### config.mk
export PLATFORM = sky130hd
export DESIGN_NAME = lwf_cipher
export DESIGN_NICKNAME = d
export VERILOG_FILES = /design/src/rtl/lwf_pkg.sv /design/src/rtl/lwf_ctrl.sv /design/src/rtl/lwf_datapath.sv /design/src/rtl/lwf_cipher.sv
export SDC_FILE = /design/constraint.sdc
export NUM_CORES = 1
export LEC_CHECK = 0
export BUFFER_PORTS_ARGS = -buffer_cell sky130_fd_sc_hd__buf_2
export CORE_AREA = 8 8 205 207
export DETAILED_ROUTE_END_ITERATION = 8
export DIE_AREA = 0 0 213 215
export PLACE_DENSITY = 0.59
export SYNTH_ARGS = -nofsm -noshare
export SYNTH_HDL_FRONTEND = slang
export SYNTH_SLANG_ARGS = --single-unit
### constraint.sdc
create_clock -name clk -period 3.97 [get_ports clk]
set_input_delay 0.1985 -clock clk [delete_from_list [all_inputs] [get_ports clk]]
set_output_delay 0.1985 -clock clk [all_outputs]
set_load 0.02 [all_outputs]
### src/rtl/lwf_pkg.sv
package lwf_pkg;
  localparam int BLK_W = 64;
  localparam int KEY_W = 128;
  localparam int SKB_W = 32;

  function automatic logic [7:0] rotl8(input logic [7:0] v, input int n);
    rotl8 = (v << n) | (v >> (8 - n));
  endfunction

  function automatic logic [7:0] f0(input logic [7:0] v);
    f0 = rotl8(v, 1) ^ rotl8(v, 2) ^ rotl8(v, 7);
  endfunction

  function automatic logic [7:0] f1(input logic [7:0] v);
    f1 = rotl8(v, 3) ^ rotl8(v, 4) ^ rotl8(v, 6);
  endfunction

  function automatic logic [7:0] byte_of(input logic [BLK_W-1:0] w, input int j);
    byte_of = w[8*j +: 8];
  endfunction

  function automatic logic [BLK_W-1:0] init_whiten(input logic [BLK_W-1:0] p,
                                                   input logic [KEY_W-1:0] k);
    logic [BLK_W-1:0] x;
    x = p;
    x[7:0]   = p[7:0]   + k[103:96];
    x[23:16] = p[23:16] ^ k[111:104];
    x[39:32] = p[39:32] + k[119:112];
    x[55:48] = p[55:48] ^ k[127:120];
    init_whiten = x;
  endfunction

  function automatic logic [BLK_W-1:0] final_whiten(input logic [BLK_W-1:0] p,
                                                    input logic [KEY_W-1:0] k);
    logic [BLK_W-1:0] x;
    x = p;
    x[7:0]   = p[7:0]   + k[7:0];
    x[23:16] = p[23:16] ^ k[15:8];
    x[39:32] = p[39:32] + k[23:16];
    x[55:48] = p[55:48] ^ k[31:24];
    final_whiten = x;
  endfunction

  function automatic logic [BLK_W-1:0] round_step(input logic [BLK_W-1:0] x,
                                                  input logic [SKB_W-1:0] sk,
                                                  input logic rotate);
    logic [7:0] a, b, c, d;
    a = byte_of(x, 1) + (f1(byte_of(x, 0)) ^ sk[7:0]);
    b = byte_of(x, 3) ^ (f0(byte_of(x, 2)) + sk[15:8]);
    c = byte_of(x, 5) + (f1(byte_of(x, 4)) ^ sk[23:16]);
    d = byte_of(x, 7) ^ (f0(byte_of(x, 6)) + sk[31:24]);
    if (rotate)
      round_step = {byte_of(x, 6), c, byte_of(x, 4), b, byte_of(x, 2), a, byte_of(x, 0), d};
    else
      round_step = {d, byte_of(x, 6), c, byte_of(x, 4), b, byte_of(x, 2), a, byte_of(x, 0)};
  endfunction
endpackage

### src/rtl/lwf_ctrl.sv
module lwf_ctrl #(
  parameter int NROUNDS = 32,
  localparam int CW = $clog2(NROUNDS)
) (
  input  logic          clk,
  input  logic          rst_n,
  input  logic          start_i,
  output logic          load_o,
  output logic          step_o,
  output logic          last_o,
  output logic          busy_o,
  output logic          done_o,
  output logic [CW-1:0] rnd_o
);
  localparam logic [CW-1:0] LAST_IDX = CW'(NROUNDS - 1);

  logic          busy_q, done_q;
  logic [CW-1:0] rnd_q;

  assign load_o = start_i && !busy_q;
  assign last_o = busy_q && (rnd_q == LAST_IDX);
  assign step_o = busy_q && !last_o;

  always_ff @(posedge clk) begin
    if (!rst_n) begin
      busy_q <= 1'b0;
      done_q <= 1'b0;
      rnd_q  <= '0;
    end else begin
      done_q <= last_o;
      if (load_o) begin
        busy_q <= 1'b1;
        rnd_q  <= '0;
      end else if (last_o) begin
        busy_q <= 1'b0;
        rnd_q  <= '0;
      end else if (busy_q) begin
        rnd_q  <= rnd_q + 1'b1;
      end
    end
  end

  assign busy_o = busy_q;
  assign done_o = done_q;
  assign rnd_o  = rnd_q;

  a_r2_load_starts_at_zero: assert property (@(posedge clk) disable iff (!rst_n)
    (start_i && !busy_q) |=> (busy_q && rnd_q == '0));
  a_r3_index_steps: assert property (@(posedge clk) disable iff (!rst_n)
    step_o |=> (busy_q && rnd_q == $past(rnd_q) + 1'b1));
  a_r4_done_single: assert property (@(posedge clk) disable iff (!rst_n)
    done_q |=> !done_q);
  a_r4_done_idle: assert property (@(posedge clk) disable iff (!rst_n)
    done_q |-> (!busy_q && $past(busy_q)));
  a_r6_no_restart_when_busy: assert property (@(posedge clk) disable iff (!rst_n)
    (start_i && step_o) |=> (rnd_q != '0));
endmodule

### src/rtl/lwf_datapath.sv
module lwf_datapath
  import lwf_pkg::*;
(
  input  logic             clk,
  input  logic             rst_n,
  input  logic             load_i,
  input  logic             step_i,
  input  logic             last_i,
  input  logic             busy_i,
  input  logic             done_i,
  input  logic [BLK_W-1:0] plain_i,
  input  logic [KEY_W-1:0] key_i,
  input  logic [SKB_W-1:0] sk_i,
  output logic [KEY_W-1:0] mk_o,
  output logic [BLK_W-1:0] ct_o
);
  logic [BLK_W-1:0] x_q, ct_q;
  logic [KEY_W-1:0] key_q;
  logic [BLK_W-1:0] round_out;

  assign round_out = round_step(x_q, sk_i, !last_i);

  always_ff @(posedge clk) begin
    if (!rst_n) begin
      x_q   <= '0;
      key_q <= '0;
      ct_q  <= '0;
    end else begin
      if (load_i) begin
        x_q   <= init_whiten(plain_i, key_i);
        key_q <= key_i;
      end else if (step_i) begin
        x_q   <= round_out;
      end
      if (last_i) ct_q <= final_whiten(round_out, key_q);
    end
  end

  assign mk_o = key_q;
  assign ct_o = ct_q;

  a_r7_key_held_while_busy: assert property (@(posedge clk) disable iff (!rst_n)
    busy_i |=> $stable(key_q));
  a_r7_ct_changes_only_at_done: assert property (@(posedge clk) disable iff (!rst_n)
    !done_i |-> $stable(ct_q));
endmodule

### src/rtl/lwf_cipher.sv
module lwf_cipher
  import lwf_pkg::*;
#(
  parameter int NROUNDS = 32,
  localparam int CW = $clog2(NROUNDS)
) (
  input  logic             clk,
  input  logic             rst_n,
  input  logic             start_i,
  input  logic [BLK_W-1:0] plain_i,
  input  logic [KEY_W-1:0] key_i,
  input  logic [SKB_W-1:0] sk_i,
  output logic [CW-1:0]    rnd_idx_o,
  output logic [KEY_W-1:0] mk_o,
  output logic             busy_o,
  output logic             done_o,
  output logic [BLK_W-1:0] cipher_o
);
  logic load_w, step_w, last_w;

  lwf_ctrl #(.NROUNDS(NROUNDS)) u_ctrl (
    .clk     (clk),
    .rst_n   (rst_n),
    .start_i (start_i),
    .load_o  (load_w),
    .step_o  (step_w),
    .last_o  (last_w),
    .busy_o  (busy_o),
    .done_o  (done_o),
    .rnd_o   (rnd_idx_o)
  );

  lwf_datapath u_dp (
    .clk     (clk),
    .rst_n   (rst_n),
    .load_i  (load_w),
    .step_i  (step_w),
    .last_i  (last_w),
    .busy_i  (busy_o),
    .done_i  (done_o),
    .plain_i (plain_i),
    .key_i   (key_i),
    .sk_i    (sk_i),
    .mk_o    (mk_o),
    .ct_o    (cipher_o)
  );

  a_r1_idle_after_reset: assert property (@(posedge clk)
    !rst_n |=> (!busy_o && !done_o && rnd_idx_o == '0 && cipher_o == '0));
endmodule

Word-level counts from Yosys, hierarchy flattened
Cells that the tools add are included.
Cells by class
  order comparisons: 0
  multiplexer cells: 5
  $mul: 0
  reduce and logical (&&, ||, !) cells: 8
  divide/modulo/power cells: 0
  equal/unequal tests: 1
  shifts and indexed selects: 0
  bitwise gates (word level): 29
  add/subtract/negate cells: 9
Operators by type and width (count)
  $mux W64: 3
  $xor A8 B8 Y8: 16
  $add A8 B8 Y8: 8
  $or A8 B1 Y8: 2
  $or A8 B2 Y8: 2
  $or A8 B3 Y8: 2
  $or A8 B4 Y8: 2
  $or A8 B6 Y8: 2
  $or A8 B7 Y8: 2
  $add A5 B1 Y5 const B: 1
  $eq A5 B5 Y1 const B: 1
  $reduce_bool A2 Y1: 2
  $logic_and A1 B1 Y1: 3
  $reduce_or A3 Y1: 1
  $logic_not A1 Y1: 2
  $mux W1: 2
  $not A1 Y1: 1
Storage, ports and cells
  memories kept: 0
  RAM bits: 0
  output and inout port bits: 199
  bits in registers: 263
  input port bits: 227
  ROM bits: 0
  logic and storage cells: 58
  latch bits: 0

Longest topological paths before layout
Gate-level depths: netlist of the first run.
  depth after elaboration: 8
  gate-level depth with buffers: 18
  gate-level depth less buffers: 17

By module
A second synthesis of the first run with hierarchy kept.
Unflattened totals
  cell total of the unflattened synthesis: 1507
  area total of the unflattened synthesis: 13450.4 sq um
By module, submodules not included
  lwf_datapath: sequential area each 5124.9 sq um, times used 1, cells an instance 1478, area each 13146.4 sq um
  lwf_ctrl: sequential area each 140.1 sq um, times used 1, cells an instance 29, area each 304.0 sq um

Least setup slack after synthesis of the first run
No wires, ideal clock.
  path kind: register to register
  start: reg u_ctrl.rnd_q[0], in the netlist u_ctrl.rnd_o[0]
  end: reg u_dp.ct_q[6], in the netlist u_dp.ct_o[6]
  period minus slack after synthesis: 3.493 ns
  stages on the path, launching flop included: 17
  path buffers: 3
  arrival: 3.377 ns
  path slack: 0.477 ns
  cell sequence: dfxtp_1 -> ha_1 -> and3_1 -> ha_1 -> buf_2 -> nand2_1 -> buf_2 -> buf_1 -> a21oi_1 -> ha_1 -> fa_1 -> a21o_1 -> a21oi_1 -> o21bai_1 -> a21oi_1 -> mux2i_1 -> a31o_1
Between the ends
  longest elaborated chain between the ends: 4
Ends and longest elaborated chain
  from (decl): line lwf_ctrl.sv:18  | logic [CW-1:0] rnd_q;
  from (signal assigned): line lwf_ctrl.sv:38  | rnd_q <= rnd_q + 1'b1;
  $eq A5 B5 Y1 (*): line lwf_ctrl.sv:21  | assign last_o = busy_q && (rnd_q == LAST_IDX);
  $logic_and A1 B1 Y1 (*): line lwf_ctrl.sv:21
  $mux W64: line lwf_pkg.sv:52  | if (rotate)
  $add A8 B8 Y8: line lwf_pkg.sv:37  | x[7:0] = p[7:0] + k[7:0];
  to (signal assigned): line lwf_datapath.sv:35  | if (last_i) ct_q <= final_whiten(round_out, key_q);
  to (decl): line lwf_datapath.sv:17  | logic [BLK_W-1:0] x_q, ct_q;
Mark *: on every way between the ends. The rest lies on a longest branch, timed or not.
A chain may end at the register's enable or synchronous reset.

Worst setup path after layout of the first run
  start: reg u_dp.x_q[23]
  end: reg u_dp.ct_q[38], in the netlist u_dp.ct_o[38]
Between the ends
  longest elaborated chain between the ends: 7
  elaborated cells between the ends (all ways): 9
  classes of those cells: 2 x add/sub; 1 x mux; 6 x bitwise
Ends and longest elaborated chain
  from (decl): line lwf_datapath.sv:17
  from (signal assigned): line lwf_datapath.sv:30  | x_q <= init_whiten(plain_i, key_i);
  from (signal assigned): line lwf_datapath.sv:33  | x_q <= round_out;
  $or A8 B1 Y8 / $or A8 B2 Y8 (equally long branches): line lwf_pkg.sv:7  | rotl8 = (v << n) | (v >> (8 - n));
  $xor A8 B8 Y8: line lwf_pkg.sv:11  | f0 = rotl8(v, 1) ^ rotl8(v, 2) ^ rotl8(v, 7);
  $xor A8 B8 Y8 (*): line lwf_pkg.sv:11
  $add A8 B8 Y8 (*): line lwf_pkg.sv:49  | b = byte_of(x, 3) ^ (f0(byte_of(x, 2)) + sk[15:8]);
  $xor A8 B8 Y8 (*): line lwf_pkg.sv:49
  $mux W64 (*): line lwf_pkg.sv:52
  $add A8 B8 Y8 (*): line lwf_pkg.sv:39  | x[39:32] = p[39:32] + k[23:16];
Marked as above.

==> metrics.txt, run 1 <==
Async SR Flop Fraction 0%; Tot GR Track Use 22.6%; post-cts sizing count 0; EDFF count, synth 0; Worst Path Max Fanout 4; CP required 4.39 ns; final WL 53900 um; port bufs 425; peak supply drop 0.433 mV; layout cells sized above 1 25.0%; CP arrival 4.13 ns; Post-Synth Simple-Gate Area 17.0%; synth-to-layout area growth 38.2%; antenna violations before repair 14; Hold Fails Final Rpt 0; Crit. End Element flop; Pwr Total 11.0 mW; initial core utilization 34.2%; vias in the first global route 13600; clock buffer depth 3; critical path class reg2reg; P_leak 8.12 nW; DR pass1 iterations 5; post-synth top area cell dfxtp_1; Root Buffer clkbuf_16; Fin Hold WS 0.0244 ns; post-synth top area share 39.4%; Worst R2R Path Depth 14; Netlist cell types 60; drt drc 0; CTS clock-pin slew for the worst setup and hold paths 0.06 ns; Top Family by Delay on Critical Path adder cells; post-synthesis sequential area ratio 39.4%; grt ovf 0; Highest Clock Rate 270 MHz; Most used DFF post-synth dfxtp_1; Die Y 215 um; Slew headroom 36.0%; top cells by area, synth dfxtp_1 (39%), nand2_1 (9.1%), xnor2_1 (8.5%); Worst-Margin Slew 0.961 ns; syn_area_per_cell 8.18 sq um; # rows 73; Placeable Area 0.0390 sq mm; Synth Area in Compound Gates 18.6%; synthesized area 0.0134 sq mm; largest family of logic cells by synthesized area compound AO/OA/AOI/OAI gates; Synth Area in Adders 6.82%; HPWL Detailed 39500 um; number of routed nets with antenna violations 0; Tmin final 3.71 ns; nets 2419; CP Buf/Inv Count 1; Synth Register Bits 263; IO Pins 426; WL/cell 20.1 um; CTS tree yes; Worst Slack Setup Final 0.264 ns; clock skew 0.0258 ns; cell chain of the critical path xnor2_1 > xnor2_1 > ha_1 > inv_1 > fa_1 > xor2_1 > o21ai_0 > fa_1 > a21o_1 > a21oi_1 > o21bai_1 > a21oi_1 > mux2i_1 > a31o_1; Syn. warnings 0; Min-Delay Path Class in2reg; H-Tree Depth 2; status complete, no violations; post-layout instance area 0.0185 sq mm; Iteration-0 DRC Markers 800; Startpoint Class flop; setup bufs post-CTS 0; RSZ-0062 raised after global routing false; worst-skew pair later-pin latency 0.54 ns; hold buffer count at CTS 135; pwr/cell area 595 mW/mm^2; Final Util 47.3%; # setup viols final 0; via count 13400; vias per inst 4.98; dpl cell area 0.0158 sq mm; Layout fillers 3745; Mapped Nets 1928; die area 0.0458 sq mm; MaxCap Viol Count 0; Sum Neg Setup Slack 0 ns; largest net degree at the start of global routing 106; mux share of post-synthesis cell area 1.42%; Synth Instances 1633; Slowest cell on crit path fa_1; clk sinks 263; reg-to-reg critical path endpoint u_dp.ct_o[38]$_SDFFE_PN0P_; Final GP Congestion 0.894; Hold Path Sink u_dp.x_q[56]$_SDFFE_PN0P_; Final Max Slew Viols 0; reg2reg setup slack 0.26 ns; reg2reg start u_dp.x_q[23]$_SDFFE_PN0P_; period utilization 93.4%; Post-Synth XOR/XNOR Area 11.7%; fin cells 2682; Num CTS Buffers 34; post-place setup slack 0.358 ns; max incr delay on CP 0.52 ns; hold_sp plain_i[56]; first-pass GRT wire length 80300 um; dpl cells 2478; Hold Crit Depth 3; Die X 213 um
[cells in the mapped netlist, types with 12 or more instances]
| cell type | instances |
|---|---|
| nand2_1 | 322 |
| dfxtp_1 | 263 |
| a21oi_1 | 207 |
| nor2_1 | 134 |
| xnor2_1 | 130 |
| clkbuf_1 | 64 |
| buf_2 | 61 |
| ha_1 | 60 |
| a211oi_1 | 52 |
| xor2_1 | 46 |
| inv_1 | 28 |
| nor3_1 | 27 |
| o21ai_0 | 24 |
| nor2b_1 | 20 |
| mux2i_1 | 19 |
| nand3_1 | 16 |
| o22ai_1 | 16 |
| o21a_1 | 12 |
[worst max-delay path by stage]
stage                                  from                          to  depth (start not counted)
5_1_grt           u_dp.x_q[23]$_SDFFE_PN0P_  u_dp.ct_o[38]$_SDFFE_PN0P_                         14
4_1_cts           u_dp.x_q[23]$_SDFFE_PN0P_  u_dp.ct_o[38]$_SDFFE_PN0P_                         14
2_1_floorplan  u_ctrl.rnd_o[0]$_SDFFE_PP0P_   u_dp.ct_o[6]$_SDFFE_PN0P_                         16
3_5_place_dp      u_dp.x_q[23]$_SDFFE_PN0P_  u_dp.ct_o[38]$_SDFFE_PN0P_                         14
6_report          u_dp.x_q[23]$_SDFFE_PN0P_  u_dp.ct_o[38]$_SDFFE_PN0P_                         14
3_3_place_gp      u_dp.x_q[23]$_SDFFE_PN0P_  u_dp.ct_o[38]$_SDFFE_PN0P_                         14
[layout by cell type, fill, tap and decap left out, types with 35 or more instances in the layout]
cell type      synthesis  final
a211oi_1              52     52
xor2_1                46     46
xnor2_1              130    130
nand2_1              322    321
nor2_1               134    134
dfxtp_1              263    262
ha_1                  60     60
dlygate4sd3_1          0    135
a21oi_1              207    207
clkbuf_16              0     35
buf_2                 61    425
[state kept, by name, summed over array words and instances (netlist names)]
name and flops:
u_dp.x_q 64, u_dp.ct_o 64, u_ctrl.busy_o 1, u_ctrl.rnd_o 5, u_dp.mk_o 128, u_ctrl.done_o 1
[where the power goes]
group	internal [mW]	total (mW)	switching, mW
logic	1.88	4.36	2.48
clock network	2.24	3.50	1.25
registers	2.83	3.13	0.297
total	6.96	11.0	4.03
[worst min-delay path: stages]
cell and delay, ns:
buf_2 0.08, o22ai_1 0.07, nor3_1 0.16
[cells by family after synthesis]
group | Yosys count
multiplexers | 19
flip-flops | 263
AO/OA/AOI/OAI | 396
adder cells (fa/ha/maj) | 68
XOR/XNOR | 177
AND/OR/NAND/NOR | 550
buffers and inverters | 160
[final cells by class]
cell class	count	area [sq um]	area share [%]
clock inverters	16	283	1.53
well taps	525	657	3.56
inverters	29	116	0.630
diodes	7	17.5	0.0949
repair buffers	586	3690	20.0
multi-input cells	1210	7420	40.2
clock buffers	46	1010	5.46
flip-flops and latches	263	5270	28.5
[per-layer routing]
metal | track usage (%) | share of wire, %
met1 | 26.6 | 40
met2 | 37.0 | 48
met3 | 6.05 | 7.4
met4 | 12.2 | 5.1
met5 | 0 | 0.12
Note: power is estimated with default switching activity, not from simulation.
==> run 2: changes to the inputs <==
BUFFER_PORTS_ARGS = -buffer_cell sky130_fd_sc_hd__clkbuf_2   (was -buffer_cell sky130_fd_sc_hd__buf_2)
CORE_AREA = 8 8 206 208   (was 8 8 205 207)
CTS_BUF_LIST = sky130_fd_sc_hd__clkbuf_16   (was unset)
DIE_AREA = 0 0 214 216   (was 0 0 213 215)
SYNTH_HIERARCHICAL = 1   (was unset)
==> metrics.txt, run 2 <==
Most used DFF post-synth dfxtp_1; synth cell count leaders dfxtp_1 (263), nor2_1 (258), mux2i_1 (151), xnor2_1 (135), a21oi_1 (99); hold_sp plain_i[47]; Async SR Flop Fraction 0%; Sum Neg Setup Slack 0 ns; pwr/cell area 533 mW/mm^2; RSZ-0062 raised after global routing false; CTS clock-pin slew for the worst setup and hold paths 0.06 ns; Final Util 47.6%; antenna violations before repair 1; nets 2330; Mapped Nets 1803; Synth Register Bits 263; top cells by area, synth dfxtp_1 (39%), mux2i_1 (11%), xnor2_1 (8.8%); port bufs 425; post-synth top area cell dfxtp_1; status complete, no violations; Clk pwr share 31.8%; P_leak 8.39 nW; period utilization 94.3%; initial core utilization 34.3%; # rows 73; CP required 4.38 ns; final WL 53900 um; Highest Clock Rate 267 MHz; Tot GR Track Use 22.3%; largest net degree at the start of global routing 108; clk sinks 263; Placeable Area 0.0392 sq mm; CP arrival 4.16 ns; Num CTS Buffers 34; vias in the first global route 13600; Layout fillers 3734; Final Max Slew Viols 0; layout cells sized above 1 25.9%; via count 12800; number of routed nets with antenna violations 0; clock buffer depth 3; Die Y 216 um; Synth Instances 1507; synthesized area 0.0135 sq mm; die area 0.0462 sq mm; Reg power frac 30.2%; HPWL Detailed 40300 um; dpl cells 2378; commonest non-fill, non-tap cell in the layout clkbuf_2; IO Pins 426; Tmin final 3.74 ns; internal power 6.35 mW; Min-Delay Path Class in2reg; H-Tree Depth 2; Sw Pwr 3.58 mW; EDFF count, synth 0; critical path class reg2reg; MaxCap Viol Count 0; Final GP Congestion 0.895; reg2reg start u_dp/x_q[50]$_SDFFE_PN0P_; Syn. warnings 6; drt drc 0; Pwr Total 9.94 mW; Netlist cell types 52; Startpoint Class flop; peak supply drop 0.294 mV; combinational power share 37.9%; DR pass1 iterations 5; WL/cell 20.8 um; fin cells 2586; Root Buffer clkbuf_16; most frequent cells in the layout clkbuf_2 (425), dfxtp_1 (263), nor2_1 (258), mux2i_1 (151), dlygate4sd3_1 (145); post-layout instance area 0.0186 sq mm; syn_area_per_cell 8.93 sq um; synth-to-layout area growth 38.6%; dpl cell area 0.0161 sq mm; CTS tree yes; worst setup path startpoint u_dp/x_q[50]$_SDFFE_PN0P_; post-synthesis sequential area ratio 39.1%; Hold Fails Final Rpt 0; vias per inst 4.96; Die X 214 um; Slew headroom 40.3%; # setup viols final 0; Fin Hold WS 0.0148 ns; post-place setup slack 0.301 ns; most frequent cell after synthesis dfxtp_1; Worst-Margin Slew 0.895 ns; Worst Path Max Fanout 6; sw frac 36.1%; first-pass GRT wire length 80700 um; worst-skew pair later-pin latency 0.54 ns; max reg flops 128; post-synth top area share 39.1%; Iteration-0 DRC Markers 699; grt ovf 0; clock skew 0.0192 ns; Worst Slack Setup Final 0.227 ns; Crit. End Element flop
run 2: cell types whose count changed in the layout (fill, tap and decap cells not counted), moves of 31 or more:
| cell | change |
|---|---|
| clkbuf_2 | +425 |
| nand2_1 | -251 |
| nor2_1 | +124 |
| mux2i_1 | +132 |
| buf_2 | -425 |
| a21oi_1 | -108 |
| o21ai_0 | +31 |
run 2: layout make-up:
| class | instances | area (sq um) | share of cell area (%) |
|---|---|---|---|
| clock buffer | 34 | 851 | 4.56 |
| inverter | 29 | 114 | 0.611 |
| clock inverter | 28 | 289 | 1.55 |
| multi-input combinational | 1097 | 7590 | 40.7 |
| sequential | 263 | 5270 | 28.2 |
| antenna | 1 | 2.50 | 0.0134 |
| timing repair buffer | 609 | 3880 | 20.8 |
| tap | 525 | 657 | 3.52 |
run 2: final timing paths:
kind	to	slack, ns	cells after the start
hold / removal	u_dp/x_q[47]$_SDFFE_PN0P_	0.01	3
setup reg to reg	u_dp/ct_o[7]$_SDFFE_PN0P_	0.23	14
setup / recovery	u_dp/ct_o[7]$_SDFFE_PN0P_	0.23	14
hold reg to reg	u_dp/ct_o[46]$_SDFFE_PN0P_	0.47	2
run 2: what timing repair did:
item / CTS / global route
hold buffers: 145 / 0
gates resized for setup: 0 / 0
hold endpoints to repair: 145 / 0
setup buffers: 0 / 0
run 2: metal layers:
layer	vias up	global-route usage [%]	wire length (um)
met5	-	0	0
met4	0	9.36	2010
met3	93	5.54	3950
met2	504	38.6	26200
met1	6028	25.8	21700
li1	6189	-	-
run 2: worst max-delay path, cell delays in order, from the launching register on:
cell and delay [ns]:
dfxtp_1 0.50, xnor2_1 0.14, xnor2_1 0.24, inv_1 0.08, fa_1 0.45, xor2_1 0.16, o21ai_0 0.51, ha_1 0.35
a21o_1 0.20, a21oi_2 0.18, nor2_1 0.07, a211o_1 0.33, o31ai_4 0.19, xnor2_1 0.14, a21oi_1 0.08
run 2: cells by family after synthesis:
logic type	Yosys count	synth area share (%)
compound gates	291	13.6
flops	263	39.1
buf+inv	147	4.59
fa+ha+maj	69	6.87
mux	153	11.4
xor+xnor	184	12.0
simple gates	400	12.3
run 2: power groups by stage:
stage,Sequential [mW],Clock (mW),Combinational [mW]
after floorplan,3.05,0,2.42
after global placement,3.05,0,3.57
after detailed placement,3.05,0,3.63
after CTS,3.00,3.24,3.77
after global routing,3.02,3.36,4.10
final,3.00,3.16,3.77
